### src/rtl/tsar_pkg.sv
package tsar_pkg;

    // Ternary stage digit, two bits per stage
    typedef enum logic [1:0] {
        DIG_MID = 2'b00,
        DIG_POS = 2'b01,
        DIG_NEG = 2'b11
    } digit_t;

    typedef enum logic [1:0] {
        ST_IDLE    = 2'b00,
        ST_SAMPLE  = 2'b01,
        ST_CONVERT = 2'b10,
        ST_DONE    = 2'b11
    } state_t;

endpackage

### src/rtl/tsar_digit_decode.sv
module tsar_digit_decode
    import tsar_pkg::*;
(
    input  logic   cmp_pos,
    input  logic   cmp_slow,
    output digit_t digit
);
    // A late decision marks a small residue: middle code
    always_comb begin
        if (cmp_slow)
            digit = DIG_MID;
        else if (cmp_pos)
            digit = DIG_POS;
        else
            digit = DIG_NEG;
    end
endmodule

### src/rtl/tsar_stage_ring.sv
module tsar_stage_ring #(
    parameter int N_STAGES   = 8,
    parameter int GROUP_SIZE = 2
) (
    input  logic                  clk,
    input  logic                  rst_n,
    input  logic                  load,
    input  logic                  step,
    input  logic                  skip,
    output logic [N_STAGES-1:0]   ring_q,
    output logic [N_STAGES/GROUP_SIZE-1:0] grp_sel,
    output logic                  last
);
    localparam int N_GROUPS = N_STAGES / GROUP_SIZE;

    logic [N_STAGES-1:0] ring_d;

    // Next one-hot position: plain advance, or jump to next group head
    generate
        for (genvar j = 0; j < N_STAGES; j++) begin : g_next
            if (j == 0) begin : g_head0
                assign ring_d[j] = load;
            end else if ((j % GROUP_SIZE) == 0) begin : g_head
                assign ring_d[j] = step & (skip ? (|ring_q[j-GROUP_SIZE +: GROUP_SIZE])
                                                : ring_q[j-1]);
            end else begin : g_body
                assign ring_d[j] = step & ~skip & ring_q[j-1];
            end
        end
        for (genvar g = 0; g < N_GROUPS; g++) begin : g_grp
            assign grp_sel[g] = |ring_q[g*GROUP_SIZE +: GROUP_SIZE];
        end
    endgenerate

    assign last = step & (ring_d == '0);

    always_ff @(posedge clk or negedge rst_n) begin
        if (!rst_n)
            ring_q <= '0;
        else if (load || step)
            ring_q <= ring_d;
    end

    // ring never holds more than one stage
    a_r3_ring_onehot0: assert property (@(posedge clk) disable iff (!rst_n)
        $onehot0(ring_q));

    // a middle code moves the pointer to the head of the next group
    a_r3_skip_next_group: assert property (@(posedge clk) disable iff (!rst_n)
        (step && skip) |=> (grp_sel == ($past(grp_sel) << 1)));
endmodule

### src/rtl/tsar_accum.sv
module tsar_accum
    import tsar_pkg::*;
#(
    parameter int N_STAGES = 8
) (
    input  logic                clk,
    input  logic                rst_n,
    input  logic                clear,
    input  logic                add_en,
    input  digit_t              digit,
    input  logic [N_STAGES-1:0] ring_q,
    output logic [N_STAGES-1:0] result
);
    localparam int AW = N_STAGES + 2;
    localparam logic signed [AW-1:0] MAX_V = (AW'(1) <<< (N_STAGES-1)) - AW'(1);
    localparam logic signed [AW-1:0] MIN_V = -(AW'(1) <<< (N_STAGES-1));
    localparam logic signed [AW-1:0] FULL  = (AW'(1) <<< N_STAGES) - AW'(1);

    logic [N_STAGES-1:0]    weight;
    logic signed [AW-1:0]   wext;
    logic signed [AW-1:0]   acc_q;

    // Stage i carries weight 2^(N-1-i): bit-reverse the one-hot pointer
    generate
        for (genvar i = 0; i < N_STAGES; i++) begin : g_rev
            assign weight[N_STAGES-1-i] = ring_q[i];
        end
    endgenerate

    assign wext = {2'b00, weight};

    always_ff @(posedge clk or negedge rst_n) begin
        if (!rst_n)
            acc_q <= '0;
        else if (clear)
            acc_q <= '0;
        else if (add_en) begin
            unique case (digit)
                DIG_POS: acc_q <= acc_q + wext;
                DIG_NEG: acc_q <= acc_q - wext;
                default: acc_q <= acc_q;
            endcase
        end
    end

    always_comb begin
        if (acc_q > MAX_V)
            result = MAX_V[N_STAGES-1:0];
        else if (acc_q < MIN_V)
            result = MIN_V[N_STAGES-1:0];
        else
            result = acc_q[N_STAGES-1:0];
    end

    // the overlapped sum stays within the range the stages can reach
    a_r5_acc_bounded: assert property (@(posedge clk) disable iff (!rst_n)
        (acc_q <= FULL) && (acc_q >= -FULL));
endmodule

### src/rtl/tsar_ctrl.sv
module tsar_ctrl
    import tsar_pkg::*;
#(
    parameter int N_STAGES   = 8,
    parameter int GROUP_SIZE = 2
) (
    input  logic                             clk,
    input  logic                             rst_n,
    input  logic                             start,
    input  logic                             cmp_pos,
    input  logic                             cmp_slow,
    output logic                             cmp_fire,
    output logic [N_STAGES/GROUP_SIZE-1:0]   ref_sel,
    output logic [N_STAGES-1:0]              dac_sub,
    output logic [N_STAGES-1:0]              dac_add,
    output logic                             valid,
    output logic [N_STAGES-1:0]              result
);
    localparam int N_GROUPS = N_STAGES / GROUP_SIZE;

    state_t                 state_q, state_d;
    digit_t                 digit;
    logic [N_STAGES-1:0]    ring_q;
    logic [N_GROUPS-1:0]    grp_sel;
    logic                   conv_end;
    logic                   ring_load, ring_step, ring_skip, accept;

    tsar_digit_decode u_dec (
        .cmp_pos  (cmp_pos),
        .cmp_slow (cmp_slow),
        .digit    (digit)
    );

    tsar_stage_ring #(.N_STAGES(N_STAGES), .GROUP_SIZE(GROUP_SIZE)) u_ring (
        .clk     (clk),
        .rst_n   (rst_n),
        .load    (ring_load),
        .step    (ring_step),
        .skip    (ring_skip),
        .ring_q  (ring_q),
        .grp_sel (grp_sel),
        .last    (conv_end)
    );

    tsar_accum #(.N_STAGES(N_STAGES)) u_acc (
        .clk    (clk),
        .rst_n  (rst_n),
        .clear  (accept),
        .add_en (ring_step),
        .digit  (digit),
        .ring_q (ring_q),
        .result (result)
    );

    // State register
    always_ff @(posedge clk or negedge rst_n) begin
        if (!rst_n)
            state_q <= ST_IDLE;
        else
            state_q <= state_d;
    end

    // Next state
    always_comb begin
        state_d = state_q;
        unique case (state_q)
            ST_IDLE:    if (start) state_d = ST_SAMPLE;
            ST_SAMPLE:  state_d = ST_CONVERT;
            ST_CONVERT: if (conv_end) state_d = ST_DONE;
            ST_DONE:    state_d = ST_IDLE;
            default:    state_d = ST_IDLE;
        endcase
    end

    // Outputs and control strobes
    always_comb begin
        accept    = (state_q == ST_IDLE) && start;
        ring_load = (state_q == ST_SAMPLE);
        cmp_fire  = (state_q == ST_CONVERT);
        ring_step = cmp_fire;
        ring_skip = cmp_fire && (digit == DIG_MID);
        valid     = (state_q == ST_DONE);
        ref_sel   = cmp_fire ? grp_sel : '0;
    end

    // DAC switch controls
    always_ff @(posedge clk or negedge rst_n) begin
        if (!rst_n) begin
            dac_sub <= '0;
            dac_add <= '0;
        end else if (accept) begin
            dac_sub <= '0;
            dac_add <= '0;
        end else if (cmp_fire) begin
            if (digit == DIG_POS)
                dac_sub <= dac_sub | ring_q;
            else if (digit == DIG_NEG)
                dac_add <= dac_add | ring_q;
        end
    end

    // a stage never drives both switch directions
    a_r2_dac_exclusive: assert property (@(posedge clk) disable iff (!rst_n)
        (dac_sub & dac_add) == '0);

    // a late decision leaves the capacitor array untouched
    a_r2_mid_no_switch: assert property (@(posedge clk) disable iff (!rst_n)
        (cmp_fire && cmp_slow) |=> ($stable(dac_sub) && $stable(dac_add)));

    // exactly one reference selected while comparing
    a_r4_ref_onehot: assert property (@(posedge clk) disable iff (!rst_n)
        cmp_fire |-> ($countones(ref_sel) == 1));

    a_r4_ref_quiet: assert property (@(posedge clk) disable iff (!rst_n)
        !cmp_fire |-> (ref_sel == '0));

    // valid is a single-cycle pulse right after the last comparison
    a_r6_valid_pulse: assert property (@(posedge clk) disable iff (!rst_n)
        valid |=> !valid);

    a_r6_valid_after_fire: assert property (@(posedge clk) disable iff (!rst_n)
        valid |-> $past(cmp_fire));

    // start outside idle never restarts sampling
    a_r7_start_ignored: assert property (@(posedge clk) disable iff (!rst_n)
        (state_q != ST_IDLE && start) |=> (state_q != ST_SAMPLE));

    // the sampling cycle is followed by the first comparison
    a_r8_sample_then_fire: assert property (@(posedge clk) disable iff (!rst_n)
        (state_q == ST_SAMPLE) |=> cmp_fire);

    // DAC is at common mode during sampling
    a_r9_dac_clear_sample: assert property (@(posedge clk) disable iff (!rst_n)
        (state_q == ST_SAMPLE) |-> (dac_sub == '0 && dac_add == '0));
endmodule

### config.mk
export PLATFORM = sky130hd
export DESIGN_NAME = tsar_ctrl
export DESIGN_NICKNAME = d
export VERILOG_FILES = /design/src/rtl/tsar_pkg.sv /design/src/rtl/tsar_digit_decode.sv /design/src/rtl/tsar_stage_ring.sv /design/src/rtl/tsar_accum.sv /design/src/rtl/tsar_ctrl.sv
export SDC_FILE = /design/constraint.sdc
export NUM_CORES = 1
export LEC_CHECK = 0
export BUFFER_PORTS_ARGS = -buffer_cell sky130_fd_sc_hd__buf_4
export CORE_MARGIN = 5
export CORE_UTILIZATION = 38
export CTS_CLUSTER_DIAMETER = 30
export DETAILED_ROUTE_END_ITERATION = 8
export GPL_TIMING_DRIVEN = 0
export PLACE_DENSITY = 0.62
export SETUP_SLACK_MARGIN = 0.02
export SYNTH_ARGS = -nofsm -noshare
export SYNTH_HDL_FRONTEND = slang
export SYNTH_HIERARCHICAL = 1
export SYNTH_SLANG_ARGS = --single-unit
### constraint.sdc
create_clock -name clk -period 8.95 [get_ports clk]
set_input_delay 0.4475 -clock clk [delete_from_list [all_inputs] [get_ports clk]]
set_output_delay 0.4475 -clock clk [all_outputs]
set_load 0.02 [all_outputs]
# Word-level counts from Yosys, hierarchy flattened
# Index checks and enable logic that the tools add are counted.
# op_classes
n_reduce_logical	18
bitwise	12
magnitude_cmp	2
n_eq_ne	8
add_sub_neg	2
mux	21
# op_table
operator	count
8-bit 2-to-1 mux	9
10-bit 2-to-1 mux	2
10-bit case mux with 2 select lines	1
8-bit bitwise OR	2
10-bit by 9-bit adder with 10-bit output	1
10-bit by 8-bit greater-than comparator with 1-bit output, second input constant	1
10-bit by 8-bit less-than comparator with 1-bit output, second input constant	1
10-bit by 9-bit subtractor with 10-bit output	1
1-bit bitwise AND	9
8-bit logical NOT	1
2-bit 2-to-1 mux	4
2-bit case mux with 4 select lines	1
2-bit OR reduction	4
2-bit == test, second input constant	3
2-bit != test, second input constant	3
2-bit AND reduction	3
2-bit nonzero test	3
2-bit by 1-bit == test with 1-bit output, second input constant	2
2-bit logical NOT	2
4-bit 2-to-1 mux	1
1-bit 2-to-1 mux	3
3-bit AND reduction	1
3-bit nonzero test	1
1-bit logical AND	2
other kinds (2)	2
# word_totals
register_bits	36
wordCells	68

# Longest topological paths before layout
# logic_depth
ltp_word	11
mapped_depth	13
depth_no_buf	13

# Cells and area by module
# Netlist, hierarchy kept.
# modules_own_cells
mod	area_each_um2	cells_each	instances	seq_area_each_um2
tsar_accum	1116.1	159	1	250.2
tsar_ctrl	833.3	76	1	450.4
tsar_stage_ring	380.4	34	1	200.2
tsar_digit_decode	7.5	2	1	0.0

# Least setup slack after synthesis
# OpenSTA, ideal clock, no wires.
# synth_timing
kind	reg2reg
from	register u_ring.ring_q[6]
to	register u_acc.acc_q[9]
t_arrival_ps	2692
slack_ps	6130
setup_ps	128
stages_incl_launch_ff	14
required_ps	8822
path_cell_list	dfrtp_1 inv_1 ha_1 nand2_1 or2_2 o21ai_0 xor2_1 ha_1 a21oi_1 nand2_1 and3_1 a211o_1 mux2i_1 mux2_1
# synth_between
elab_chain_cells	4
word_cells_on_any_way	5
cone_classes	add/sub: 2; mux: 3
# synth_lines
item	line_no	source
start, declared	tsar_stage_ring.sv:10	output logic [N_STAGES-1:0] ring_q,
start signal, assigned	tsar_stage_ring.sv:41	ring_q <= ring_d;
10-bit by 9-bit subtractor with 10-bit output / 10-bit by 9-bit adder with 10-bit output (equally long branches)	tsar_accum.sv:40, tsar_accum.sv:39	
10-bit case mux with 2 select lines *	tsar_accum.sv:38	unique case (digit)
10-bit 2-to-1 mux *	tsar_accum.sv:37	else if (add_en) begin
10-bit 2-to-1 mux *	tsar_accum.sv:35	else if (clear)
end signal, assigned	tsar_accum.sv:39	DIG_POS: acc_q <= acc_q + wext;
end signal, assigned	tsar_accum.sv:40	DIG_NEG: acc_q <= acc_q - wext;
end signal, assigned	tsar_accum.sv:41	default: acc_q <= acc_q;
end, declared	tsar_accum.sv:21	logic signed [AW-1:0] acc_q;
# Mark *: on every way between the ends. The rest lies on a longest branch, timed or not. The select of a mux whose other input is x is not followed.
# A chain may end at the register's enable or synchronous reset.

# Worst setup path after layout
# Same ends and word-level chain as after synthesis.

==> impl_metrics.py <==
metrics = {
    "sta": {
        "setup_violations": 0,
        "max_slew.worst_pin.slew_ps": 585.1,
        "tns_ps": 0,
        "slew_viol_final": 0,
        "period_minus_slack_ps": 3234,
        "fin_skew_ps": 6.199,
        "rsz0062_at_grt": "false",
        "hold_violations": 0,
        "fin_crit_sh_pct": 36.14,
        "max-slew-margin-rel_pct": 60.99,
        "fmax_mhz": 309.2,
    },
    "worst_setup_path": {
        "ff2ff_setup_slack_ps": 5720,
        "worstSetupEndpointType": "flip-flop",
        "path_max_fanout": 8,
        "cpPeakStageDelay_ps": 480,
        "start_kind": "flip-flop",
        "path_class": "flip-flop to flip-flop",
        "path_cells": "inv_1 -> ha_1 -> nand2_1 -> or2_2 -> o21ai_0 -> xor2_1 -> ha_1 -> a21oi_1 -> nand2_1 -> and3_1 -> a211o_1 -> mux2i_1 -> mux2_1",
        "critPathBufInv": 1,
        "timing.rr.end": "u_acc/acc_q[9]",
        "reg2regPathDepth": 13,
        "cpMaxStageDelayCell": "dfrtp_1",
        "r2r-start": "u_ring/ring_q[6]",
        "arrival_ps": 3410,
        "cp_top_family": "simple AND/OR/NAND/NOR gates",
        "cp.required_ps": 9120,
    },
    "yosys": {
        "ys_seq_area_share_pct": 38.54,
        "synthMuxAreaShare_pct": 1.820,
        "yosys_warnings": 6,
        "synth_compound_area_share_pct": 17.29,
        "synth_top_family_by_area": "simple AND/OR/NAND/NOR gates",
        "synth_nets": 292,
        "avgSynthCellArea_um2": 8.625,
        "synth-simple-area-share_pct": 23.88,
        "syn_area_um2": 2337,
        "synthCells": 271,
        "synth-xor-area-share_pct": 3.373,
        "yosysUniqueCellTypes": 47,
        "ys_ff_latch": 36,
        "synth-adder-area-share_pct": 8.887,
    },
    "die": {
        "fp.dieH_um": 88.43,
        "pin_count": 35,
        "dieArea_um2": 7819,
        "num_rows": 28,
        "die-width_um": 88.43,
        "initial_utilization_pct": 39.24,
        "core_um2": 5956,
    },
    "cts": {
        "clk_pin_slew_ps": 80,
        "clk_path_buf_depth": 2,
        "cts_htree_levels": 2,
        "root_buffer": "clkbuf_8",
        "tritoncts": "done",
        "cts-resized-gates": 0,
        "postCtsHoldBufs": 0,
        "cts_setup_buffers": 0,
        "clock_sinks": 36,
        "clock_latency_ps": 290,
        "cts_inserted_buffers": 5,
    },
    "grt": {
        "grt_pass1_vias": 1934,
        "grt_pass1_wl_mm": 9.308,
        "grt_max_degree": 37,
        "grtUsageTotal_pct": 15.20,
        "antenna_found_initial": 0,
        "grt_overflow": 0,
    },
    "cells_and_area": {
        "drive_gt1_share_pct": 18.85,
        "final_core_util_pct": 46.91,
        "area_growth_pct": 19.54,
        "antenna_cells": 0,
        "nets": 333,
        "fin_cells": 388,
        "stdcell_area_um2": 2794,
        "fillers": 621,
    },
    "placement": {
        "place_congestion": 0.8146,
        "dp_cells": 380,
        "placed_cell_area_um2": 2686,
        "dp_hpwl_mm": 3.948,
        "port_buffers": 34,
    },
    "job": {
        "drv_cap": 0,
    },
    "routing": {
        "first_pass_iters": 4,
        "ant_nets": 0,
        "vias_per_cell": 5.229,
        "dr_total_vias": 2029,
        "finalWirelength_mm": 5.545,
        "drt_iter0_markers": 57,
        "drc_errors": 0,
        "routedWlPerCell_um": 14.29,
    },
    "hold_path": {
        "hp-class": "input port to asynchronous set/reset pin",
    },
    "run_status": {
        "status": "completed",
    },
}
-- metal layers --
layer	global-route usage, %	vias up	part of all wire, %
li1	-	1019	-
met1	20.34	961	47
met2	25.08	42	48
met3	3.073	7	4.7
met4	4.121	0	1.0
met5	0	-	0
-- stage by stage --
stage,hold WS [ps],setup slack (ps)
6_report,106.3,5716
4_1_cts,124.4,5672
3_5_place_dp,441.5,5700
3_3_place_gp,437.9,5727
2_1_floorplan,151.9,6130
5_1_grt,142.7,5472
-- worst max path at each step --
stage	startpoint	endpoint	slack [ps]	cells after the start
global route	u_ring/ring_q[6]	u_acc/acc_q[9]	5470	13
global placement	u_ring/ring_q[7]	u_acc/acc_q[9]	5730	13
detailed placement	u_ring/ring_q[7]	u_acc/acc_q[9]	5700	13
finish	u_ring/ring_q[6]	u_acc/acc_q[9]	5720	13
CTS	u_ring/ring_q[7]	u_acc/acc_q[9]	5670	13
floorplan	u_ring/ring_q[6]	u_acc/acc_q[9]	6130	13
-- cell families after synthesis --
family / Yosys count
and+or+nand+nor: 112
buffers and inverters: 29
AOI/OAI and AO/OA: 65
muxes: 4
DFF: 36
xor gates and xnor gates: 9
adders and majority gates: 16
-- layout make-up --
type | instances | area [um2] | area share, %
clock inverter | 2 | 35.03 | 1.254
multi-input combinational | 206 | 1291 | 46.22
sequential | 36 | 900.9 | 32.24
buffer | 14 | 88.84 | 3.180
inverter | 15 | 56.30 | 2.015
clock buffer | 6 | 72.57 | 2.597
tap | 75 | 93.84 | 3.359
timing repair buffer | 34 | 255.2 | 9.136
-- cell usage in the layout (no fill, tap or decap), drive strengths merged, types with 2 or more instances in the layout --
master,n
nor4b,2
a21o,4
clkbuf,12
nor3,4
o22ai,3
and2b,2
nor2b,6
a21oi,20
mux2,2
and3,3
dfrtp,36
a31oi,17
nor2,43
a32o,3
mux2i,2
o21ai,9
a211oi,2
or2,6
xnor2,2
o31ai,2
ha,15
nand3,6
nand2,23
xor2,7
or4,2
buf,42
nand2b,4
and2,7
inv,15
-- sequential cells by signal, summed over array words and instances, names as in the netlist --
name and cells:
dac_add 8, dac_sub 8, state_q 2, u_acc/acc_q 10
u_ring/ring_q 8
-- synth_stat cells (all sizes together) --
library cell | count | area share (%)
a32o | 3 | 1.3
nor2 | 43 | 6.9
a32oi | 1 | 0.37
nor2b | 6 | 1.9
a31o | 1 | 0.37
xor2 | 7 | 2.6
inv | 15 | 2.4
nor3b | 1 | 0.32
nor4 | 1 | 0.54
a31oi | 17 | 4.6
nor4b | 2 | 0.75
a21o | 4 | 1.3
o32a | 1 | 0.43
and2 | 7 | 1.9
nand2 | 23 | 3.7
o22ai | 3 | 0.80
fa | 1 | 0.86
xnor2 | 2 | 0.75
and2b | 2 | 0.64
and3 | 3 | 1.0
a211oi | 2 | 0.64
nand3b | 1 | 0.32
ha | 15 | 8.0
or3 | 1 | 0.27
mux2i | 2 | 0.86
clkbuf | 6 | 0.96
a21boi | 1 | 0.32
mux2 | 2 | 0.96
nand3 | 6 | 1.3
o31ai | 2 | 0.64
nor3 | 4 | 0.86
a21oi | 20 | 4.3
dfrtp | 36 | 39
or4 | 2 | 0.80
a211o | 1 | 0.37
o21ai | 9 | 1.9
or2 | 6 | 1.6
nand2b | 4 | 1.1
buf | 8 | 2.8
Power is left out: the tool's default activity adds up to more than one toggle a clock period on the data nets, which glitch-free logic cannot reach.
